File: src/rtl/sreg_pkg.sv
`timescale 1ns/1ps
package sreg_pkg;
  localparam int SR_W  = 24;
  localparam int NCMD  = 7;

  // strobe positions inside the command vector
  localparam int C_WREN = 0;
  localparam int C_WRDI = 1;
  localparam int C_WRSR = 2;
  localparam int C_PP   = 3;
  localparam int C_SE   = 4;
  localparam int C_BE   = 5;
  localparam int C_CE   = 6;

  localparam int B_WIP  = 0;
  localparam int B_WEL  = 1;
  localparam int B_QE   = 9;
  localparam int B_CMP  = 14;
  localparam int B_LK0  = 7;
  localparam int B_LK1  = 8;

  // freely rewritable bits: protect[6:2], lock[8:7], complement[14], drive[22:21]
  localparam logic [SR_W-1:0] WR_MASK  = 24'h6041FC;
  // set-only bits [13:11]
  localparam logic [SR_W-1:0] LB_MASK  = 24'h003800;
  localparam logic [SR_W-1:0] QE_BIT   = 24'h000200;

  typedef struct packed {
    logic acc;
    logic rej;
    logic wel_set;
    logic wel_clr;
    logic sr_load;
    logic op_start;
  } verdict_t;

  function automatic logic full_erase_ok(input logic [2:0] prot_lo, input logic cmp);
    return ((prot_lo == 3'b000) && !cmp) || ((prot_lo == 3'b111) && cmp);
  endfunction
endpackage

File: src/rtl/sreg_cmd_judge.sv
`timescale 1ns/1ps
module sreg_cmd_judge
  import sreg_pkg::*;
(
  input  logic [NCMD-1:0] cmd,
  input  logic            busy,
  input  logic            pwr_cycle,
  input  logic            wel,
  input  logic [1:0]      lock,
  input  logic [2:0]      prot_lo,
  input  logic            cmp,
  output verdict_t        v
);
  logic ok;

  always_comb begin
    v  = '0;
    ok = 1'b0;
    if (cmd != '0) begin
      if (pwr_cycle || busy || ($countones(cmd) != 1)) begin
        v.rej = 1'b1;
      end else if (cmd[C_WREN]) begin
        v.acc     = 1'b1;
        v.wel_set = 1'b1;
      end else if (cmd[C_WRDI]) begin
        v.acc     = 1'b1;
        v.wel_clr = 1'b1;
      end else begin
        ok = wel;
        if (cmd[C_WRSR]) ok = ok && !lock[1];
        if (cmd[C_CE])   ok = ok && full_erase_ok(prot_lo, cmp);
        if (ok) begin
          v.acc      = 1'b1;
          v.op_start = 1'b1;
          v.sr_load  = cmd[C_WRSR];
        end else begin
          v.rej     = 1'b1;
          v.wel_clr = 1'b1;
        end
      end
    end
  end
endmodule

File: src/rtl/sreg_op_timer.sv
`timescale 1ns/1ps
module sreg_op_timer #(
  parameter int CNT_W = 8
) (
  input  logic             clk,
  input  logic             rst_n,
  input  logic             start,
  input  logic             abort,
  input  logic [CNT_W-1:0] len,
  output logic             busy,
  output logic             done
);
  localparam logic [CNT_W-1:0] ONE = CNT_W'(1);
  logic [CNT_W-1:0] cnt_q;

  always_ff @(posedge clk or negedge rst_n) begin
    if (!rst_n)             cnt_q <= '0;
    else if (abort)         cnt_q <= '0;
    else if (start)         cnt_q <= (len == '0) ? ONE : len;
    else if (cnt_q != '0)   cnt_q <= cnt_q - ONE;
  end

  assign busy = (cnt_q != '0);
  assign done = (cnt_q == ONE);
endmodule

File: src/rtl/sreg_store.sv
`timescale 1ns/1ps
module sreg_store
  import sreg_pkg::*;
(
  input  logic            clk,
  input  logic            rst_n,
  input  logic            pwr_cycle,
  input  logic            op_done,
  input  logic            wel_set,
  input  logic            wel_clr,
  input  logic            sr_load,
  input  logic [SR_W-1:0] wr_data,
  output logic [SR_W-1:0] nv_q,
  output logic            wel_q
);
  logic [SR_W-1:0] nv_d;

  always_comb begin
    nv_d = nv_q;
    if (pwr_cycle) begin
      if (nv_q[B_LK1] && !nv_q[B_LK0]) begin
        nv_d[B_LK1] = 1'b0;
        nv_d[B_LK0] = 1'b0;
      end
    end else if (sr_load) begin
      nv_d = (wr_data & (WR_MASK | LB_MASK)) | (nv_q & LB_MASK);
    end
  end

  always_ff @(posedge clk or negedge rst_n) begin
    if (!rst_n) begin
      nv_q  <= '0;
      wel_q <= 1'b0;
    end else begin
      nv_q <= nv_d;
      if (pwr_cycle || op_done) wel_q <= 1'b0;
      else if (wel_set)         wel_q <= 1'b1;
      else if (wel_clr)         wel_q <= 1'b0;
    end
  end
endmodule

File: src/rtl/sreg_guard.sv
`timescale 1ns/1ps
module sreg_guard
  import sreg_pkg::*;
#(
  parameter int CNT_W = 8
) (
  input  logic             clk,
  input  logic             rst_n,
  input  logic             pwr_cycle,
  input  logic [CNT_W-1:0] op_cycles,
  input  logic             cmd_wren,
  input  logic             cmd_wrdi,
  input  logic             cmd_wrsr,
  input  logic [SR_W-1:0]  wrsr_data,
  input  logic             cmd_pp,
  input  logic             cmd_se,
  input  logic             cmd_be,
  input  logic             cmd_ce,
  output logic [SR_W-1:0]  status,
  output logic             cmd_accept,
  output logic             cmd_reject,
  output logic             busy
);
  logic [NCMD-1:0] cmd;
  verdict_t        v;
  logic [SR_W-1:0] nv_q;
  logic            wel_q;
  logic            op_done;

  assign cmd = {cmd_ce, cmd_be, cmd_se, cmd_pp, cmd_wrsr, cmd_wrdi, cmd_wren};

  sreg_cmd_judge u_judge (
    .cmd       (cmd),
    .busy      (busy),
    .pwr_cycle (pwr_cycle),
    .wel       (wel_q),
    .lock      (nv_q[B_LK1:B_LK0]),
    .prot_lo   (nv_q[4:2]),
    .cmp       (nv_q[B_CMP]),
    .v         (v)
  );

  sreg_op_timer #(.CNT_W(CNT_W)) u_timer (
    .clk   (clk),
    .rst_n (rst_n),
    .start (v.op_start),
    .abort (pwr_cycle),
    .len   (op_cycles),
    .busy  (busy),
    .done  (op_done)
  );

  sreg_store u_store (
    .clk       (clk),
    .rst_n     (rst_n),
    .pwr_cycle (pwr_cycle),
    .op_done   (op_done),
    .wel_set   (v.wel_set),
    .wel_clr   (v.wel_clr),
    .sr_load   (v.sr_load),
    .wr_data   (wrsr_data),
    .nv_q      (nv_q),
    .wel_q     (wel_q)
  );

  always_ff @(posedge clk or negedge rst_n) begin
    if (!rst_n) begin
      cmd_accept <= 1'b0;
      cmd_reject <= 1'b0;
    end else begin
      cmd_accept <= v.acc;
      cmd_reject <= v.rej;
    end
  end

  assign status = nv_q | QE_BIT | {{(SR_W-2){1'b0}}, wel_q, busy};
endmodule

File: config.mk
export PLATFORM = sky130hd
export DESIGN_NAME = sreg_guard
export DESIGN_NICKNAME = d
export VERILOG_FILES = /design/src/rtl/sreg_pkg.sv /design/src/rtl/sreg_cmd_judge.sv /design/src/rtl/sreg_op_timer.sv /design/src/rtl/sreg_store.sv /design/src/rtl/sreg_guard.sv
export SDC_FILE = /design/constraint.sdc
export NUM_CORES = 1
export LEC_CHECK = 0
export BUFFER_PORTS_ARGS = -buffer_cell sky130_fd_sc_hd__buf_2
export CORE_ASPECT_RATIO = 1.5
export CORE_MARGIN = 10
export CORE_UTILIZATION = 52
export DETAILED_ROUTE_END_ITERATION = 8
export PLACE_DENSITY = 0.86
export SLEW_MARGIN = 15
export SYNTH_ARGS = -nofsm -noshare
export SYNTH_HDL_FRONTEND = slang
export SYNTH_SLANG_ARGS = --single-unit
export TNS_END_PERCENT = 50
File: constraint.sdc
create_clock -name clk -period 7.4 [get_ports clk]
set_clock_uncertainty 0.2 [all_clocks]
set_input_delay 0.37 -clock clk [delete_from_list [all_inputs] [get_ports clk]]
set_output_delay 0.37 -clock clk [all_outputs]
set_load 0.005 [all_outputs]
==> results.yml <==
drt:
  initialDrtViolationCount: 72
  drtAntennaViolNets: 0
  dr.pass1.iters: 4
  wire_per_inst_um: 15.22
  drc: 0
  viasPerCell: 5.418
  vias: 1360
  wirelength_um: 3821
floorplan:
  die_w_um: 66.21
  io_pins: 69
  initial_core_util_pct: 53.24
  core_um2: 3128
  die_y_um: 89.31
  die-area_um2: 5913
  fp-row-count: 25
power_and_ir_drop:
  p_sw_mw: 0.1919
  ir_drop_uv: 274.8
  pwr-share-clk_pct: 22.3
  p_leak_nw: 1.047
  combinationalPowerShare_pct: 44.0
  internal_power_mw: 0.3183
  power-per-cell-area_nw_per_um2: 261.1
  power_frac_seq_pct: 33.7
  switching_share_pct: 37.61
synthesis:
  synthCells: 165
  synth.cell_area_um2: 1665
  ys.flop_type: "dfrtp_1"
  ys_seq_area_share_pct: 36.06
  synth_warnings: 0
  synth_area_leaders: "dfrtp_1 36%, ha_1 7.5%, mux2_4 6.3%"
  synth_cell_type_count: 42
  synth_edf_count: 0
  yosysTopAreaCell: "dfrtp_1"
  async_flop_share_pct: 100.0
  avgSynthCellArea_um2: 10.09
  ys_ff_latch: 24
  yosysTopAreaCellShare_pct: 36.06
worst_setup_path:
  start_kind: "input port"
  critical_path_class: "in -> reg"
  slowest_delay_ns: 0.48
  cp_data_arrival_time_ns: 3.52
  critPathMaxFanout: 12
  endpoint_kind: "register"
  crit_chain: "buf_2, inv_1, ha_1, inv_1, fa_1, inv_1, ha_1, inv_1, fa_1, and4b_1, o21ai_1, nor4_4, and4_4, mux2_1"
  crit_buf_inv: 5
  path_common_cell: "inv_1"
  worstPathRequired_ns: 7.35
  critical_path.top_delay_family: "adder cells"
  critical_path.slowest_cell: "fa_1"
job:
  maxCapViolCount: 0
clocking:
  cts-resized-gates: 0
  cts_setup_buffers: 0
  ctsHoldBuffers: 1
  cts_max_level: 1
  cts_root_buf: "clkbuf_8"
  tritoncts: "built"
  insertion_delay_ns: 0.26
  cts_sinks: 24
  ctsLongestPathBuffers: 2
  path_clk_slew_ns: 0.08
  numCtsBuffers: 3
status:
  status: "completed"
sta:
  hold_violations: 0
  fmax_mhz: 280.2
  grt_setup_unrepaired: "false"
  final_max_slew_viol_count: 0
  min_period_ns: 3.569
  setup_violations: 0
  slew-limit-headroom_pct: 64.81
  worstMarginPinSlew_ns: 0.5279
  period_share_pct: 48.22
  finalSetupTns_ns: 0
grt:
  grt_max_degree: 25
  grt_overflow: 0
  grt.total_usage_pct: 13.15
  grt_pass1_wl_um: 6361
  grt_pass1_vias: 1502
  antenna_found_initial: 0
layout:
  fill_cells: 294
  register_area_um2: 600.6
  nNetsFinal: 267
  n_antenna_cell: 0
  most-common-layout-cells: "48 x buf_2, 24 x dfrtp_1, 20 x inv_1"
  syn2layout_area_growth_pct: 17.36
  final_common_cell: "buf_2"
  design_area_um2: 1954
  multi_input_area_um2: 903.4
  drive_gt1_share_pct: 31.28
placed_design:
  globalplace.congestion: 0.8531
  dpl.hpwl_um: 3163
  place.port_buffers: 48
  dpl-instance-area_um2: 1873
hold_path:
  min_path_type: "in -> reg"
==> path summary, 6_finish.rpt <==
path / from / endpoint / slack (ns) / cells after the start
min reg2reg: u_store.nv_q[13]$_DFFE_PN0P_ / u_store.nv_q[13]$_DFFE_PN0P_ / 0.26 / 1
max in group asynchronous: rst_n / u_timer.cnt_q[3]$_DFFE_PN0P_ / 6.20 / 2
max: cmd_wrsr / u_store.nv_q[22]$_DFFE_PN0P_ / 3.83 / 14
min in group asynchronous: rst_n / u_store.nv_q[7]$_DFFE_PN0P_ / 0.45 / 2
max reg2reg: u_timer.cnt_q[0]$_DFFE_PN0P_ / u_store.nv_q[22]$_DFFE_PN0P_ / 4.85 / 7
min: wrsr_data[12] / u_store.nv_q[12]$_DFFE_PN0P_ / 0.10 / 2
==> state kept, by name, summed over array words and instances, names as in the netlist <==
name           cells
u_store.wel_q      1
u_timer.cnt_q      8
cmd_accept         1
cmd_reject         1
u_store.nv_q      13
==> cell families (layout without fill, tap and decap cells) <==
logic type | Yosys count | after routing | synth area share (%)
AO/OA/AOI/OAI | 27 | 27 | 10.59
XOR/XNOR | 2 | 2 | 1.052
adder cells (fa/ha/maj) | 13 | 13 | 11.12
buffers and inverters | 35 | 74 | 11.27
flip-flops | 24 | 24 | 36.06
multiplexers | 14 | 14 | 10.74
other | 2 | 9 | 0.4510
AND/OR/NAND/NOR | 48 | 48 | 18.71
==> metrics by stage <==
| step | utilization (%) | power, mW | std cells | hold WS (ns) | worst slack (ns) |
|---|---|---|---|---|---|
| finish | 62.48 | 0.5103 | 251 | 0.1014 | 3.831 |
| global route | 62.48 | 0.5519 | 251 | 0.09247 | 3.643 |
| CTS | 62.48 | 0.5126 | 251 | 0.1038 | 3.815 |
| detailed placement | 59.88 | 0.3988 | 246 | 0.1735 | 3.534 |
| global placement | 59.88 | 0.3919 | 246 | 0.1728 | 3.627 |
| floorplan | - | 0.3499 | 172 | -0.1256 | 3.932 |
==> synth_stat cells (2+ instances only) <==
cell type	n
a21oi_1	8
nor3_1	5
mux2_1	3
o21ai_0	4
inv_1	20
mux2_4	7
a211oi_1	4
nand2_1	6
nand3_1	6
fa_1	3
dfrtp_1	24
xnor2_1	2
buf_4	12
and4_1	2
nor2_1	13
conb_1	2
ha_1	10
mux2i_1	4
nor4_4	3
nor4_1	3
a21o_1	3
==> power groups by stage <==
stage	sequential (mW)	combinational, mW	clock (mW)
2_1_floorplan	0.170	0.179	0
3_3_place_gp	0.173	0.219	0
3_5_place_dp	0.174	0.225	0
4_1_cts	0.172	0.227	0.114
5_1_grt	0.176	0.255	0.120
6_report	0.172	0.225	0.114
==> layer usage <==
| layer | wire, um | up-vias | GRT usage [%] |
|---|---|---|---|
| met3 | 273 | 6 | 2.760 |
| li1 | - | 650 | - |
| met5 | 0 | - | 0 |
| met4 | 44 | 0 | 4.207 |
| met2 | 2027 | 52 | 24.37 |
| met1 | 1476 | 652 | 14.28 |
==> cell type report <==
class	instances	share of cell area, %
Clock buffer	3	2.113
Clock inverter	1	1.536
Inverter	21	4.033
Multi-Input combinational cell	113	46.22
Sequential cell	24	30.73
Tap cell	40	2.561
Timing Repair Buffer	49	12.80
No activity file was read; power rests on OpenSTA's default activity.
